==> src/rtl/clkstop_pkg.sv <==
package clkstop_pkg;
    typedef enum logic [0:0] {
        CS_RUN  = 1'b0,
        CS_STOP = 1'b1
    } cs_state_e;

    localparam int EN_W     = 6;
    localparam int NUM_IRQ  = 16;
    localparam int NUM_PME  = 4;

    // enable register bit positions (software-visible encoding)
    localparam int EN_IRQ0  = 0;
    localparam int EN_IRQ   = 1;
    localparam int EN_KBMS  = 2;
    localparam int EN_RSVD  = 3;
    localparam int EN_PME   = 4;
    localparam int EN_RTC   = 5;

    localparam int IRQ_TMR  = 0;
    localparam int IRQ_KBD  = 1;
    localparam int IRQ_CASC = 2;
    localparam int IRQ_RTC  = 8;
    localparam int IRQ_MOUSE = 12;
endpackage

==> src/rtl/clkstop_sync.sv <==
module clkstop_sync #(
    parameter int W      = 1,
    parameter int STAGES = 2
) (
    input  logic         clk,
    input  logic         rst_n,
    input  logic [W-1:0] d,
    output logic [W-1:0] q
);
    logic [W-1:0] pipe [STAGES];

    always_ff @(posedge clk or negedge rst_n) begin
        if (!rst_n) pipe[0] <= '0;
        else        pipe[0] <= d;
    end

    generate
        for (genvar s = 1; s < STAGES; s++) begin : g_stage
            always_ff @(posedge clk or negedge rst_n) begin
                if (!rst_n) pipe[s] <= '0;
                else        pipe[s] <= pipe[s-1];
            end
        end
    endgenerate

    assign q = pipe[STAGES-1];
endmodule

==> src/rtl/clkstop_qualify.sv <==
module clkstop_qualify
    import clkstop_pkg::*;
(
    input  logic [EN_W-1:0]    en,
    input  logic [NUM_IRQ-1:0] irq_s,
    input  logic [NUM_IRQ-1:0] irq_mask,
    input  logic               nmi_s,
    input  logic               init_s,
    input  logic [NUM_PME-1:0] pme_s,
    output logic               brk,
    output logic               kbms_act
);
    logic [NUM_IRQ-1:0] live;
    logic               gen_irq;

    assign live = irq_s & ~irq_mask;

    always_comb begin
        gen_irq = nmi_s | init_s;
        for (int i = 0; i < NUM_IRQ; i++) begin
            if (i != IRQ_TMR && i != IRQ_CASC && i != IRQ_RTC)
                gen_irq = gen_irq | live[i];
        end
    end

    always_comb begin
        brk = 1'b0;
        if (en[EN_IRQ0] && live[IRQ_TMR]) brk = 1'b1;
        if (en[EN_IRQ]  && gen_irq)       brk = 1'b1;
        if (en[EN_RTC]  && live[IRQ_RTC]) brk = 1'b1;
        if (en[EN_PME]  && (|pme_s))      brk = 1'b1;
    end

    assign kbms_act = en[EN_KBMS] & (irq_s[IRQ_KBD] | irq_s[IRQ_MOUSE]);
endmodule

==> src/rtl/clkstop_standby_timer.sv <==
module clkstop_standby_timer #(
    parameter int W = 16
) (
    input  logic         clk,
    input  logic         rst_n,
    input  logic         wr,
    input  logic [W-1:0] wdata,
    input  logic         act_reload,
    output logic [W-1:0] count,
    output logic         expire
);
    logic [W-1:0] reload_q;
    logic [W-1:0] count_q;
    logic         expire_q;

    always_ff @(posedge clk or negedge rst_n) begin
        if (!rst_n) begin
            reload_q <= '0;
            count_q  <= '0;
            expire_q <= 1'b0;
        end else begin
            expire_q <= 1'b0;
            if (wr) begin
                reload_q <= wdata;
                count_q  <= wdata;
            end else if (act_reload) begin
                count_q  <= reload_q;
            end else if (count_q != '0) begin
                count_q  <= count_q - 1'b1;
                expire_q <= (count_q == W'(1));
            end
        end
    end

    assign count  = count_q;
    assign expire = expire_q;

    a_r11_expire_at_zero: assert property (@(posedge clk) disable iff (!rst_n)
        expire_q |-> (count_q == '0));
    a_r11_expire_single: assert property (@(posedge clk) disable iff (!rst_n)
        expire_q |=> !expire_q);
endmodule

==> src/rtl/clkstop_wake_ctrl.sv <==
module clkstop_wake_ctrl
    import clkstop_pkg::*;
#(
    parameter int SYNC_STAGES = 2,
    parameter int TMR_W       = 16
) (
    input  logic               clk,
    input  logic               rst_n,
    input  logic               cfg_we,
    input  logic [5:0]         cfg_wdata,
    output logic [5:0]         cfg_rdata,
    input  logic               tmr_we,
    input  logic [TMR_W-1:0]   tmr_wdata,
    input  logic               sleep_req,
    input  logic [15:0]        irq_req,
    input  logic [15:0]        irq_mask,
    input  logic               nmi_req,
    input  logic               init_req,
    input  logic [3:0]         pme_req,
    output logic               stpclk_o,
    output logic               wake_o,
    output logic               gst_expire_o,
    output logic [TMR_W-1:0]   gst_count_o
);
    localparam int SYNC_W = NUM_IRQ + 2 + NUM_PME;
    localparam logic [EN_W-1:0] EN_KEEP = ~(EN_W'(1) << EN_RSVD);

    logic [EN_W-1:0]   en_q;
    logic [SYNC_W-1:0] raw_ev;
    logic [SYNC_W-1:0] syn_ev;
    logic              brk;
    logic              kbms_act;
    cs_state_e         state_q;
    cs_state_e         state_d;
    logic              stpclk_q;
    logic              wake_q;

    // enable register; reserved bit never stored
    always_ff @(posedge clk or negedge rst_n) begin
        if (!rst_n)      en_q <= '0;
        else if (cfg_we) en_q <= cfg_wdata & EN_KEEP;
    end
    assign cfg_rdata = en_q;

    assign raw_ev = {pme_req, init_req, nmi_req, irq_req};

    clkstop_sync #(.W(SYNC_W), .STAGES(SYNC_STAGES)) u_sync (
        .clk   (clk),
        .rst_n (rst_n),
        .d     (raw_ev),
        .q     (syn_ev)
    );

    clkstop_qualify u_qual (
        .en       (en_q),
        .irq_s    (syn_ev[NUM_IRQ-1:0]),
        .irq_mask (irq_mask),
        .nmi_s    (syn_ev[NUM_IRQ]),
        .init_s   (syn_ev[NUM_IRQ+1]),
        .pme_s    (syn_ev[SYNC_W-1 -: NUM_PME]),
        .brk      (brk),
        .kbms_act (kbms_act)
    );

    clkstop_standby_timer #(.W(TMR_W)) u_gst (
        .clk        (clk),
        .rst_n      (rst_n),
        .wr         (tmr_we),
        .wdata      (tmr_wdata),
        .act_reload (kbms_act),
        .count      (gst_count_o),
        .expire     (gst_expire_o)
    );

    // state register
    always_ff @(posedge clk or negedge rst_n) begin
        if (!rst_n) state_q <= CS_RUN;
        else        state_q <= state_d;
    end

    // transitions: enter (RUN->STOP), break (STOP->RUN)
    always_comb begin
        state_d = state_q;
        unique case (state_q)
            CS_RUN:  if (sleep_req) state_d = CS_STOP;
            CS_STOP: if (brk)       state_d = CS_RUN;
            default: state_d = CS_RUN;
        endcase
    end

    // registered outputs
    always_ff @(posedge clk or negedge rst_n) begin
        if (!rst_n) begin
            stpclk_q <= 1'b0;
            wake_q   <= 1'b0;
        end else begin
            stpclk_q <= (state_d == CS_STOP);
            wake_q   <= (state_q == CS_STOP) && (state_d == CS_RUN);
        end
    end

    assign stpclk_o = stpclk_q;
    assign wake_o   = wake_q;

    a_r2_enter: assert property (@(posedge clk) disable iff (!rst_n)
        (!stpclk_o && sleep_req) |=> stpclk_o);
    a_r7_hold_stop: assert property (@(posedge clk) disable iff (!rst_n)
        (stpclk_o && !brk) |=> stpclk_o);
    a_r9_wake_single: assert property (@(posedge clk) disable iff (!rst_n)
        wake_o |=> !wake_o);
    a_r9_wake_on_exit: assert property (@(posedge clk) disable iff (!rst_n)
        wake_o |-> (!stpclk_o && $past(stpclk_o)));
    a_r12_no_wake_running: assert property (@(posedge clk) disable iff (!rst_n)
        !stpclk_o |=> !wake_o);
endmodule

==> config.mk <==
export PLATFORM = sky130hd
export DESIGN_NAME = clkstop_wake_ctrl
export DESIGN_NICKNAME = d
export VERILOG_FILES = /design/src/rtl/clkstop_pkg.sv /design/src/rtl/clkstop_sync.sv /design/src/rtl/clkstop_qualify.sv /design/src/rtl/clkstop_standby_timer.sv /design/src/rtl/clkstop_wake_ctrl.sv
export SDC_FILE = /design/constraint.sdc
export NUM_CORES = 1
export LEC_CHECK = 0
export ABC_AREA = 1
export ABC_CLOCK_PERIOD_IN_PS = 1400
export BUFFER_PORTS_ARGS = -buffer_cell sky130_fd_sc_hd__buf_4
export CAP_MARGIN = 10
export CORE_MARGIN = 4
export CORE_UTILIZATION = 35
export CTS_CLUSTER_SIZE = 24
export DETAILED_ROUTE_END_ITERATION = 8
export SETUP_SLACK_MARGIN = 0.1
export SYNTH_ARGS = -nofsm -noshare
export SYNTH_HDL_FRONTEND = slang
export SYNTH_HIERARCHICAL = 1
export SYNTH_SLANG_ARGS = --single-unit
==> constraint.sdc <==
create_clock -name clk -period 1.4 [get_ports clk]
set_input_delay 0.28 -clock clk [delete_from_list [all_inputs] [get_ports clk]]
set_output_delay 0.28 -clock clk [all_outputs]
set_load 0.01 [all_outputs]
==> impl_metrics.csv, run 1 <==
group,metric,value,unit
finish,layout.cells.non_filler,652,
routing,drt-pass1-iter-count,4,
finish,layout-drive-gt1-share,40.7,%
floorplan,core,9820,um^2
setup_path,critical_path_required,1630,ps
synthesis,synth_fp_nets,461,
global_routing,grt_pass1_vias,2873,
placed_design,gp_congestion,0.877,
placed_design,portBuffers,85,
sta,slew_violations,0,
floorplan,dieArea,11800,um^2
power_and_ir_drop,p_leak,2.63,nW
sta,holdWs,40.6,ps
sta,fin_skew,9.84,ps
sta,finalSetupViolCount,19,
setup_path,worst_setup_path_start_kind,"flip-flop",
clock_network,ctsRootBufferMaster,"clkbuf_8",
synthesis,netlist_area,3560,um^2
clock_network,clkSinkCount,82,
finish,fillers,907,
power_and_ir_drop,power_density,1180,nW/um^2
placed_design,pre_cts_ws,-28.8,ps
routing,avgViaCountPerCell,4.36,
floorplan,ios,90,
sta,post-route-period-util,107,%
floorplan,dieWidth,109,um
clock_network,path_clk_slew,90,ps
floorplan,rows,36,
finish,nets,582,
clock_network,cts_buffers,9,
run_status,violations,"setup timing",
run,drv_cap,0,
synthesis,syn_inst,394,
finish,multi_input_area,1280,um^2
finish,area_growth,44.0,%
setup_path,cp.arrival,1730,ps
sta,rsz0062_at_grt,"true",
routing,vias,2845,
global_routing,grt_usage,14.5,%
routing,ant_nets,0,
finish,diodes,0,
clock_network,insertion_delay,340,ps
finish,seqCellArea,2060,um^2
clock_network,tritoncts,"yes",
synthesis,synth_warnings,6,
global_routing,grt_pass1_wl,13400,um
setup_path,cp-end-kind,"flip-flop",
global_routing,grt_antenna_before_repair,0,
power_and_ir_drop,max-vdd-ir-drop,0.000536,V
placed_design,numPlacedInstances,623,
sta,fmax,0.666,GHz
global_routing,grt_overflow_total,0,
sta,setup_ws,-102,ps
routing,drc_errors,0,
routing,drt_iter0_drc,133,
finish,fin_util,52.2,%
run_status,status,"finished, violations left",
global_routing,grt_max_degree,34,
placed_design,dp_hpwl,6140,um
synthesis,syn_avg_cell_area,9.03,um^2
clock_network,clockBufferDepth,2,
floorplan,start_util,36.3,%
clock_network,cts_max_level,3,
floorplan,fp.dieH,109,um
setup_path,critPathMaxFanout,6,
hold_path,hp-class,"in2reg",
sta,layout_min_cycle_time,1500,ps
routing,wl_per_cell,13.1,um
setup_path,timing_worst_setup_path_type,"reg2reg",
routing,routed_wl,8540,um
sta,hold_viol,0,
placed cells by master (no fill, tap or decap), types with 2 or more instances in the layout:
master / n
a21boi_0: 2
a21oi_1: 17
a21oi_2: 13
buf_4: 107
buf_6: 31
bufinv_16: 3
clkbuf_8: 9
dfrtp_1: 76
dfrtp_2: 6
inv_1: 45
inv_2: 4
inv_6: 3
nand2_1: 109
nand2_2: 5
nand2_4: 2
nand3_1: 13
nand3_2: 2
nand3b_1: 3
nor2_1: 15
nor2_2: 5
nor2_4: 9
nor2_8: 2
o21ai_0: 19
o21ai_1: 3
critical path: stages (launching register included):
cell and delay, ps:
dfrtp_2 480, nor2_4 210, nand2_8 100, nor2_8 100
nand2_4 70, nor2_8 180, clkinv_4 120, nor2_4 90
a21oi_1 40
metal layers:
metal  track usage (%)  up-vias  routed length, um
met5                 0        -                  0
met4              4.78        0                 88
met3              3.49        8                503
met2              23.9       80               4130
met1              18.8     1322               3820
li1                  -     1435                  -
final cells by class:
type / count / share of cell area, %
clock buffers: 9 / 2.42
clock inverters: 6 / 2.20
inverters: 51 / 3.93
multi-input cells: 231 / 25.0
flip-flops and latches: 82 / 40.2
well taps: 133 / 3.25
repair buffers: 140 / 23.1
metrics by stage:
stage / instance area (um^2) / power [mW] / setup TNS [ps]
CTS: 4920 / 5.96 / -30.7
global route: 5130 / 6.36 / -1930
detailed placement: 4500 / 3.76 / -200
global placement: 4500 / 3.74 / 0
finish: 5130 / 6.03 / -809
floorplan: 3580 / 3.20 / -1.18
final timing paths:
kind / cells past startpoint / end / start / slack [ps]
setup reg to reg: 8 / u_gst/count[1]$_DFFE_PN0P_ / u_gst/count[2]$_DFFE_PN0P_ / -100
setup / recovery: 8 / u_gst/count[1]$_DFFE_PN0P_ / u_gst/count[2]$_DFFE_PN0P_ / -100
min in group asynchronous: 2 / u_sync/q[14]$_DFF_PN0_ / rst_n / 380
hold reg to reg: 0 / u_sync/q[14]$_DFF_PN0_ / u_sync/pipe[36]$_DFF_PN0_ / 350
max in group asynchronous: 3 / u_sync/q[10]$_DFF_PN0_ / rst_n / 470
hold / removal: 1 / u_sync/pipe[37]$_DFF_PN0_ / irq_req[15] / 40
flip-flops by register name, indices dropped and copies added, names as in the netlist:
| register | cells |
|---|---|
| wake_o | 1 |
| u_gst/count | 16 |
| u_gst/reload_q | 16 |
| state_q | 1 |
| u_gst/expire | 1 |
| u_sync/q | 21 |
| cfg_rdata | 5 |
| u_sync/pipe | 21 |
what timing repair did:
| action | in CTS | in global routing |
|---|---|---|
| pin swaps | 4 | 13 |
| endpoints found under the setup margin | 29 | 31 |
| hold endpoints to repair | 21 | 0 |
| hold buffers | 1 | 0 |
| resized for setup | 44 | 42 |
| buffers inserted | 3 | 13 |
power breakdown:
part / switching [mW] / internal (mW)
sequential: 0.128 / 2.55
combinational: 0.619 / 0.678
clock: 0.866 / 1.19
Power figures use the tool's default switching activity.
==> inputs of run 2 (changes only) <==
CORE_MARGIN = 5   (was 4)
CTS_BUF_LIST = sky130_fd_sc_hd__clkbuf_2   (was not set)
==> impl_metrics.csv, run 2 (same netlist as run 1, synthesis figures left out) <==
group,metric,value,unit
routing,drt_iter0_drc,146,
run_status,violations,"setup timing",
global_routing,grt_max_degree,38,
sta,fmax,0.654,GHz
placed_design,dp_hpwl,6090,um
setup_path,cp-end-kind,"output port",
floorplan,start_util,36.1,%
routing,drc_errors,0,
power_and_ir_drop,power_density,954,nW/um^2
sta,rsz0062_at_grt,"true",
clock_network,ctsRootBufferMaster,"clkbuf_2",
routing,drt-pass1-iter-count,4,
global_routing,grt_pass1_vias,3313,
clock_network,tritoncts,"yes",
sta,fin_skew,21.3,ps
finish,mostFrequentLayoutCells,"109 x nand2_1, 107 x buf_4, 78 x dfrtp_1, 52 x buf_6, 50 x dlygate4sd3_1",
clock_network,clockBufferDepth,2,
clock_network,cts_buffers,9,
sta,slew_violations,0,
finish,nets,652,
routing,wl_per_cell,12.9,um
sta,hold_viol,0,
global_routing,grt_overflow_total,0,
setup_path,worst_setup_path_start_kind,"flip-flop",
clock_network,insertion_delay,520,ps
sta,post-route-period-util,109,%
power_and_ir_drop,fin_total_pwr,5.43,mW
floorplan,ios,90,
global_routing,grt_pass1_wl,15700,um
global_routing,grt_antenna_before_repair,0,
floorplan,core,9860,um^2
global_routing,grt_usage,15.6,%
power_and_ir_drop,max-vdd-ir-drop,0.000563,V
run_status,status,"finished, violations left",
setup_path,critical_path_required,1120,ps
clock_network,path_clk_slew,210,ps
placed_design,pre_cts_ws,-140,ps
finish,area_growth,60.0,%
routing,ant_nets,0,
placed_design,portBuffers,85,
placed_design,gp_congestion,0.838,
floorplan,dieArea,12300,um^2
run,drv_cap,0,
sta,layout_min_cycle_time,1530,ps
routing,avgViaCountPerCell,4.35,
sta,setup_ws,-128,ps
sta,finalSetupViolCount,31,
finish,diodes,0,
hold_path,hp-class,"in2reg",
setup_path,cp.arrival,1250,ps
floorplan,fp.dieH,111,um
finish,layout-drive-gt1-share,38.8,%
floorplan,rows,36,
power_and_ir_drop,p_leak,2.89,nW
clock_network,cts_max_level,3,
routing,routed_wl,9360,um
floorplan,dieWidth,111,um
routing,vias,3146,
setup_path,timing_worst_setup_path_type,"reg2out",
finish,final_common_cell,"nand2_1",
clock_network,clkSinkCount,82,
setup_path,critPathMaxFanout,3,
-- run 2: changes by cell type in the layout (fill, tap and decap cells not counted), sizes merged --
cell / delta
buf: +21
dlygate4sd3: +49
clkinv: +2
bufinv: -2
clkinvlp: +1
clkbuf: +2
inv: -2
-- run 2: path summary, 6_finish.rpt --
check,slack (ps),from,to,cells after the start
hold reg to reg,370,u_sync/pipe[43]$_DFF_PN0_,u_sync/q[21]$_DFF_PN0_,0
setup / recovery,-130,u_gst/count[5]$_DFFE_PN0P_,gst_count_o[5],2
min in group asynchronous,170,rst_n,u_gst/reload_q[9]$_DFFE_PN0P_,2
max in group asynchronous,710,rst_n,wake_o$_DFF_PN0_,3
setup reg to reg,-120,u_gst/count[0]$_DFFE_PN0P_,u_gst/count[1]$_DFFE_PN0P_,10
hold / removal,150,tmr_we,u_gst/count[3]$_DFFE_PN0P_,5
-- run 2: critical path, stage by stage (launching register included) --
cell	delay, ps
dfrtp_2	490
buf_6	130
buf_6	110
-- run 2: stage by stage --
stage	TNS [ps]	util, %	hold WS, ps	instances	instance area, um^2
after floorplan	-1.18	-	-15.6	394	3580
after global placement	-185	45.6	218	624	4500
after detailed placement	-366	45.6	224	624	4500
after CTS	-3510	56.7	102	717	5600
after global routing	-5430	57.7	141	723	5690
final	-2830	57.7	154	723	5690
-- run 2: power breakdown --
group	leakage (nW)	internal (mW)	total [mW]	switching, mW
registers	0.972	2.55	2.66	0.106
clock network	0.0696	0.421	1.22	0.800
logic	1.85	0.865	1.55	0.685
-- run 2: final cells by class --
cell class / count / area (um^2)
flip-flops and latches: 82 / 2060
multi-input cells: 231 / 1250
clock inverters: 5 / 55.1
inverters: 51 / 201
repair buffers: 210 / 1910
clock buffers: 11 / 55.1
well taps: 133 / 166
fillers: 819 / 4170
-- run 2: timing repair --
action,in CTS,in global routing
hold endpoints to repair,136,0
resized for setup,78,22
hold buffers,50,0
gates cloned,0,0
endpoints found under the setup margin,41,42
pin swaps,12,13
setup buffers,27,6
-- run 2: routing by layer --
layer / vias up / wire [um] / track usage [%]
met5: - / 0 / 0
met4: 0 / 172 / 6.57
met3: 15 / 425 / 3.38
met2: 83 / 4640 / 26.1
met1: 1467 / 4130 / 19.6
li1: 1581 / - / -
==> inputs of run 3 (changes only) <==
REMOVE_ABC_BUFFERS = 1   (was not set)
==> impl_metrics.csv, run 3 (same netlist as run 1, synthesis figures left out) <==
group,metric,value,unit
finish,final_area,5690,um^2
placed_design,gp_congestion,0.804,
routing,ant_nets,0,
finish,fin_util,57.6,%
floorplan,core,9860,um^2
power_and_ir_drop,fin_total_pwr,5.35,mW
routing,vias,3131,
sta,rsz0062_at_grt,"true",
setup_path,critPathMaxFanout,6,
placed_design,placedInstanceArea,4430,um^2
clock_network,tritoncts,"yes",
run_status,status,"finished, violations left",
sta,fmax,0.657,GHz
sta,fin_tns_setup,-2570,ps
power_and_ir_drop,power_density,940,nW/um^2
finish,layout-drive-gt1-share,39.0,%
clock_network,clockBufferDepth,2,
power_and_ir_drop,p_leak,2.87,nW
setup_path,critical_path_required,1830,ps
placed_design,portBuffers,85,
run,drv_cap,0,
sta,fin_skew,20.5,ps
global_routing,grt_pass1_wl,15800,um
global_routing,grt_overflow_total,0,
floorplan,dieArea,12300,um^2
finish,layout.cells.non_filler,716,
setup_path,worst_setup_path_start_kind,"flip-flop",
power_and_ir_drop,max-vdd-ir-drop,0.000585,V
routing,drc_errors,0,
finish,mostFrequentLayoutCells,"107 x nand2_1, 101 x buf_4, 78 x dfrtp_1, 50 x dlygate4sd3_1, 46 x buf_6",
floorplan,start_util,36.1,%
routing,drt_iter0_drc,133,
global_routing,grt_antenna_before_repair,1,
clock_network,insertion_delay,520,ps
floorplan,fp.dieH,111,um
setup_path,r2r_setup_slack,-120,ps
setup_path,cp.arrival,1950,ps
finish,final_common_cell,"nand2_1",
sta,layout_min_cycle_time,1520,ps
global_routing,grt_max_degree,27,
floorplan,ios,90,
placed_design,numPlacedInstances,614,
sta,holdWs,88.1,ps
sta,setup_ws,-122,ps
sta,hold_viol,0,
clock_network,cts_max_level,3,
global_routing,grt_pass1_vias,3211,
routing,drt-pass1-iter-count,4,
routing,avgViaCountPerCell,4.37,
sta,finalSetupViolCount,33,
sta,post-route-period-util,109,%
setup_path,timing_worst_setup_path_type,"reg2reg",
finish,area_growth,59.7,%
clock_network,ctsRootBufferMaster,"clkbuf_2",
routing,routed_wl,9270,um
clock_network,cts_buffers,9,
placed_design,dp_hpwl,5840,um
run_status,violations,"setup timing",
floorplan,dieWidth,111,um
global_routing,grt_usage,15.6,%
clock_network,clkSinkCount,82,
placed_design,pre_cts_ws,-55.5,ps
setup_path,cp-end-kind,"flip-flop",
floorplan,rows,36,
finish,nets,644,
sta,slew_violations,0,
clock_network,path_clk_slew,220,ps
routing,wl_per_cell,12.9,um
hold_path,hp-class,"in2reg",
[run 3: power by group]
part           internal [mW]  switching (mW)
clock network          0.262           0.876
logic                  0.861           0.684
registers               2.55           0.109
total                   3.68            1.67
[run 3: path summary, 6_finish.rpt]
kind,startpoint,end,cells after the start
setup / recovery,u_gst/count[2]$_DFFE_PN0P_,u_gst/count[1]$_DFFE_PN0P_,9
hold / removal,tmr_we,u_gst/reload_q[1]$_DFFE_PN0P_,3
setup reg to reg,u_gst/count[2]$_DFFE_PN0P_,u_gst/count[1]$_DFFE_PN0P_,9
hold reg to reg,u_sync/pipe[34]$_DFF_PN0_,u_sync/q[12]$_DFF_PN0_,0
max in group asynchronous,rst_n,u_gst/count[6]$_DFFE_PN0P_,3
min in group asynchronous,rst_n,u_sync/q[10]$_DFF_PN0_,2
[run 3: timing repair]
action | 4_1_cts | 5_1_grt
hold endpoints to repair | 137 | 0
setup buffers | 25 | 9
endpoints found under the setup margin | 41 | 41
pin swaps | 3 | 19
hold buffers | 50 | 0
cloned | 0 | 1
gates resized for setup | 51 | 53
[run 3: cell type report]
cell class,count,area (um^2)
diodes,1,2.50
clock buffers,10,50.0
clock inverters,6,51.3
fillers,852,4180
inverters,51,199
multi-input cells,231,1280
flip-flops and latches,82,2060
well taps,133,166
repair buffers,202,1880
[run 3: layer usage]
metal / up-vias / wire [um] / track usage, %
li1: 1564 / - / -
met1: 1488 / 3960 / 19.6
met2: 72 / 4740 / 26.6
met3: 7 / 499 / 4.75
met4: 0 / 67 / 3.20
met5: - / 0 / 0
[run 3: critical path, stage by stage (launching register included)]
cell     delay, ps
dfrtp_2        490
buf_6          140
nor2_4         120
nand2_4        110
nor2_8         120
nand2_4         80
nor2_8         190
inv_4           70
nor2_1          90
a21oi_1         50
